## src/rtl/rail_sup_pkg.sv

```systemverilog
package rail_sup_pkg;
  typedef enum logic [1:0] {
    ST_HOLD  = 2'd0,
    ST_COUNT = 2'd1,
    ST_RUN   = 2'd2
  } supState_t;

  typedef struct packed {
    logic cntClear;
    logic cntInc;
  } cntStrobe_t;
endpackage

```

## src/rtl/rail_sup_ctrl.sv

```systemverilog
module rail_sup_ctrl
  import rail_sup_pkg::*;
#(
  parameter int NUM_RAILS = 4
) (
  input  logic                 clk,
  input  logic                 rstN,
  input  logic                 tickEn,
  input  logic [NUM_RAILS-1:0] railLow,
  input  logic                 mrN,
  input  logic                 cntDone,
  output cntStrobe_t           strobe,
  output logic                 releaseOk
);
  logic mrMeta;
  logic mrSync;
  logic anyFault;
  supState_t state;
  supState_t nextState;

  // two-flop synchronizer for the asynchronous manual reset
  always_ff @(posedge clk or negedge rstN) begin
    if (!rstN) begin
      mrMeta <= 1'b1;
      mrSync <= 1'b1;
    end else begin
      mrMeta <= mrN;
      mrSync <= mrMeta;
    end
  end

  assign anyFault = (|railLow) | ~mrSync;

  always_comb begin
    nextState = state;
    strobe    = '0;
    if (anyFault) begin
      nextState       = ST_HOLD;
      strobe.cntClear = 1'b1;
    end else begin
      case (state)
        ST_HOLD: begin
          nextState       = ST_COUNT;
          strobe.cntClear = 1'b1;
        end
        ST_COUNT: begin
          if (tickEn) begin
            if (cntDone) nextState = ST_RUN;
            else         strobe.cntInc = 1'b1;
          end
        end
        default: nextState = state;
      endcase
    end
  end

  // power-on starts in the countdown so a full timeout runs first
  always_ff @(posedge clk or negedge rstN) begin
    if (!rstN) state <= ST_COUNT;
    else       state <= nextState;
  end

  assign releaseOk = (state == ST_RUN);
endmodule

```

## src/rtl/rail_sup_datapath.sv

```systemverilog
module rail_sup_datapath
  import rail_sup_pkg::*;
#(
  parameter int NUM_RAILS       = 4,
  parameter int CNT_W           = 16,
  parameter bit USE_EXT_TIMEOUT = 1'b0,
  parameter int FIXED_TIMEOUT   = 140
) (
  input  logic                 clk,
  input  logic                 rstN,
  input  cntStrobe_t           strobe,
  input  logic [NUM_RAILS-1:0] railLow,
  input  logic                 marginN,
  input  logic [CNT_W-1:0]     progTimeout,
  input  logic                 releaseOk,
  output logic                 cntDone,
  output logic [NUM_RAILS-1:0] railStatus,
  output logic                 resetN
);
  localparam logic [CNT_W-1:0] FIXED_LIMIT = CNT_W'(FIXED_TIMEOUT);

  logic [CNT_W-1:0] tickCnt;
  logic [CNT_W-1:0] limitVal;
  logic [CNT_W:0]   cntNext;

  assign limitVal = USE_EXT_TIMEOUT ? progTimeout : FIXED_LIMIT;
  assign cntNext  = {1'b0, tickCnt} + {{CNT_W{1'b0}}, 1'b1};
  assign cntDone  = (cntNext >= {1'b0, limitVal});

  always_ff @(posedge clk or negedge rstN) begin
    if (!rstN)               tickCnt <= '0;
    else if (strobe.cntClear) tickCnt <= '0;
    else if (strobe.cntInc)   tickCnt <= cntNext[CNT_W-1:0];
  end

  for (genvar gi = 0; gi < NUM_RAILS; gi++) begin : g_rail
    assign railStatus[gi] = ~railLow[gi] | ~marginN;
  end

  assign resetN = releaseOk | ~marginN;
endmodule

```

## src/rtl/rail_supervisor.sv

```systemverilog
module rail_supervisor
  import rail_sup_pkg::*;
#(
  parameter int NUM_RAILS       = 4,
  parameter int CNT_W           = 16,
  parameter bit USE_EXT_TIMEOUT = 1'b0,
  parameter int FIXED_TIMEOUT   = 140
) (
  input  logic                 clk,
  input  logic                 rstN,
  input  logic                 tickEn,
  input  logic [NUM_RAILS-1:0] railLow,
  input  logic                 mrN,
  input  logic                 marginN,
  input  logic [CNT_W-1:0]     progTimeout,
  output logic [NUM_RAILS-1:0] railStatus,
  output logic                 resetN
);
  cntStrobe_t strobe;
  logic       cntDone;
  logic       releaseOk;

  rail_sup_ctrl #(.NUM_RAILS(NUM_RAILS)) u_ctrl (
    .clk       (clk),
    .rstN      (rstN),
    .tickEn    (tickEn),
    .railLow   (railLow),
    .mrN       (mrN),
    .cntDone   (cntDone),
    .strobe    (strobe),
    .releaseOk (releaseOk)
  );

  rail_sup_datapath #(
    .NUM_RAILS       (NUM_RAILS),
    .CNT_W           (CNT_W),
    .USE_EXT_TIMEOUT (USE_EXT_TIMEOUT),
    .FIXED_TIMEOUT   (FIXED_TIMEOUT)
  ) u_dp (
    .clk         (clk),
    .rstN        (rstN),
    .strobe      (strobe),
    .railLow     (railLow),
    .marginN     (marginN),
    .progTimeout (progTimeout),
    .releaseOk   (releaseOk),
    .cntDone     (cntDone),
    .railStatus  (railStatus),
    .resetN      (resetN)
  );
endmodule

```

## config.mk

```make
export PLATFORM = sky130hd
export DESIGN_NAME = rail_supervisor
export DESIGN_NICKNAME = d
export VERILOG_FILES = /design/src/rtl/rail_sup_pkg.sv /design/src/rtl/rail_sup_ctrl.sv /design/src/rtl/rail_sup_datapath.sv /design/src/rtl/rail_supervisor.sv
export SDC_FILE = /design/constraint.sdc
export NUM_CORES = 1
export LEC_CHECK = 0
export BUFFER_PORTS_ARGS = -buffer_cell sky130_fd_sc_hd__buf_2
export CAP_MARGIN = 20
export CORE_MARGIN = 2
export CORE_UTILIZATION = 25
export DETAILED_ROUTE_END_ITERATION = 16
export PLACE_DENSITY_LB_ADDON = 0.1
export SKIP_LAST_GASP = 1
export SYNTH_ARGS = -nofsm -noshare
export SYNTH_HDL_FRONTEND = slang
export SYNTH_SLANG_ARGS = --single-unit
```

## constraint.sdc

```tcl
create_clock -name clk -period 5 [get_ports clk]
set_clock_uncertainty 0.15 [all_clocks]
set_input_delay 0.5 -clock clk [delete_from_list [all_inputs] [get_ports clk]]
set_output_delay 0.5 -clock clk [all_outputs]
set_load 0.005 [all_outputs]
```

==> results.txt <==
----------------------------------------------------
[Run status]
  Outcome ... complete, no violations

[Floorplanning]
  Height of the chip ... 73.9 um
  Full die area ... 5450 um2
  Horizontal die dimension ... 73.9 um
  Placement Rows ... 25
  Number of I/O pins ... 30
  Core footprint ... 4720 um2
  Effective utilization at floorplan ... 0.258

[Yosys]
  Syn. warnings ... 0
  Net count after synthesis ... 150
  Asr flop ratio synth ... 1.00
  Top cell type's share of synthesized area ... 0.349
  Synth Flop Type ... dfrtp_1
  Synth area leader ... dfrtp_1
  FF+latch count, synth ... 20
  Sequential fraction of the synthesis area ... 0.413
  Post-synthesis cell area ... 1220 um2
  Mean Syn Cell Area ... 9.84 um2
  Leading post-synthesis cells by cell area ... dfrtp_1 (35%), dfstp_2 (6.5%), and3_1 (4.1%)
  Post-synthesis cell count ... 124
  Number of synthesized flops with an enable pin ... 0
  Unique cell type count in the Yosys netlist ... 51

[STA]
  Setup-failing EPs final ... 0
  Final Cycle Share ... 0.569
  Slew @ Worst Pin ... 532 ps
  Max_slew headroom ... 0.643
  Minimum setup slack in the final design ... 2160 ps
  Worst hold margin ... 23.8 ps
  Time the worst path needs with I/O delays and setup ... 2840 ps
  Max-slew violation count ... 0
  Max Fclk ... 352 MHz
  RSZ-0062 raised after global routing ... false
  Fin. Hold Viols ... 0
  Total negative slack ... 0 ps

[Setup path]
  Worst reg2reg startpoint ... u_dp.tickCnt[0]$_DFFE_PN0P_
  R2R depth ... 7
  Data arrival, critical path ... 2850 ps
  Critical path required time ... 5000 ps
  Setup slack of the worst register-to-register path ... 2160 ps
  Crit path max fanout ... 11
  Path type of the worst setup path ... reg2reg
  Nature of the critical path endpoint ... flip-flop
  Setup crit start kind ... flip-flop
  Worst setup path startpoint ... u_dp.tickCnt[0]$_DFFE_PN0P_
  Capturing element of the worst setup path ... u_dp.tickCnt[8]$_DFFE_PN0P_
  Endpoint of the most critical register-to-register path ... u_dp.tickCnt[8]$_DFFE_PN0P_

[Pwr]
  Comb pwr share ... 0.032
  Worst-case vdd ir drop ... 133 uV
  Power density over cell area ... 242 nW/um2
  Net Sw Power ... 0.0000671 W
  Sequential power share ... 0.479
  Switching power as a share of total power ... 0.196
  Clock Power Share ... 0.489
  Post-layout total power ... 0.000342 W
  Leakage power total ... 0.562 nW
  Internal cell power ... 0.000275 W

[Clock network]
  TritonCTS clock tree ... built
  Number of setup buffers added after CTS ... 0
  H-Tree Depth ... 1
  Count of cells resized by post-cts repair ... 0
  Worst-Skew Late Latency ... 270 ps
  Clock transition at the registers of the reported paths ... 90 ps
  Maximum buffer depth of the clock tree ... 2
  Cts bufs inserted ... 3
  Hold bufs inserted after CTS ... 0
  Number of clock sinks seen by CTS ... 20
  CTS Root Cell ... clkbuf_8

[Placed design]
  Port-buffer cells ... 13
  Weighted congestion at the end of routability-driven global placement ... 0.691
  Post-Place Cell Area ... 1340 um2
  Worst Setup Slack post-DPL ... 2160 ps
  DP HPWL ... 1990 um

[Global route]
  Layer with the highest usage ... met2
  Met3 GRT Util ... 0.0329
  Initial antenna violation count ... 0
  Largest net degree at the start of global routing ... 21
  Vias in the first global route ... 938
  Gr ovfl total ... 0
  Global Route Usage Sum ... 0.113
  GR met2 Demand/Resource ... 0.173
  Global routing met1 resource utilization ... 0.151
  Wire length of the first global-routing pass ... 4570 um

[Final layout]
  Final non-filler cell area ... 1410 um2
  ANT cells ... 0
  Layout-stage area growth over the synthesis result ... 15.8%
  Total of fill cells in the finished design ... 492
  Most frequent cells in the layout ... dfrtp_1 (17), nand2_1 (13), buf_2 (13), and3_1 (8), o21ai_0 (7)
  Total Nets Final ... 164
  Proportion of layout cells with a drive suffix above 1 ... 0.234
  Most frequent standard cell in the layout excluding fill and tap cells ... dfrtp_1

[Route]
  Routed wire length ... 2820 um
  Wire per inst ... 13.8 um
  First-pass detailed-route iteration total ... 4
  Number of DRC violations after detailed routing ... 0
  Via count ... 993
  Routed vias/inst ... 4.87
  Antenna Violating Nets Remaining ... 0
  Violation count after the first detailed-routing iteration ... 33

[Min path]
  Type of the most critical hold path ... in2async

[Flow run]
  Max-cap violations ... 0

----------------------------------------------------
-- synthesized netlist by cell type (2+ instances only) --
cell,number
mux2i_1,3
a211oi_1,5
o21ai_0,7
nor2_1,2
o211ai_1,3
dfrtp_1,17
nand2b_1,2
nor4_1,2
nand4_1,4
dfstp_2,3
and3_1,8
o21a_1,2
inv_1,6
nand2_1,13
o21bai_1,6
or2b_1,2
nand3_1,5
-- through the flow --
stage,utilization,instances
finish,0.299,204
global route,0.299,204
CTS,0.299,204
detailed placement,0.284,200
global placement,0.284,200
floorplan,-,124
-- critical path, cell delays in order, from the launching register on --
cell and delay (ps):
dfrtp_1 440, ha_1 360, nand3_2 250, or4_4 540, o21ai_2 90, o221ai_4 190
or2_1 430, and3_2 280
-- worst min path at each step --
stage                                        end  slack, ps                     from
finish               u_dp.tickCnt[2]$_DFFE_PN0P_         20                     rstN
global route        u_dp.tickCnt[13]$_DFFE_PN0P_         70                     rstN
CTS                  u_ctrl.state[1]$_DFFE_PN0P_         50                     rstN
detailed placement       u_ctrl.mrSync$_DFF_PN1_        200  u_ctrl.mrMeta$_DFF_PN1_
global placement         u_ctrl.mrSync$_DFF_PN1_        200  u_ctrl.mrMeta$_DFF_PN1_
floorplan            u_ctrl.state[1]$_DFFE_PN0P_         50                     rstN
-- power groups by stage --
stage	Combinational, W	Clock [W]	Sequential, W
global route	0.0000132	0.000180	0.000164
floorplan	0.00000215	0	0.000167
finish	0.0000111	0.000167	0.000164
detailed placement	0.0000118	0	0.000167
CTS	0.0000118	0.000172	0.000164
global placement	0.0000115	0	0.000167
-- logic make-up after synthesis --
logic type	synth area share
flip-flops	0.413
AO/OA/AOI/OAI	0.216
buffers and inverters	0.0441
multiplexers	0.0246
XOR/XNOR	0.0144
adder cells (fa/ha/maj)	0.0103
AND/OR/NAND/NOR	0.277
-- final cells by class --
class                   count  area (um2)  area share
inverters                   7        26.3      0.0186
clock inverters             1        30.0      0.0213
multi-input cells          93         662       0.469
repair buffers             13        65.1      0.0461
clock buffers               3        41.3      0.0292
flip-flops and latches     20         504       0.357
well taps                  67        83.8      0.0593
-- registers in the layout, summed over array words and instances, names as in the netlist --
register,flops
u_ctrl.state,2
u_dp.tickCnt,16
u_ctrl.mrMeta,1
u_ctrl.mrSync,1
-- per-layer routing --
metal	vias to the layer above	wire length (um)	share of wire
met1	486	1410	0.50
li1	492	-	-
met4	0	43	0.015
met3	4	85	0.030
met2	11	1280	0.45
met5	-	0	0
No activity file was read; power rests on OpenSTA's default activity.
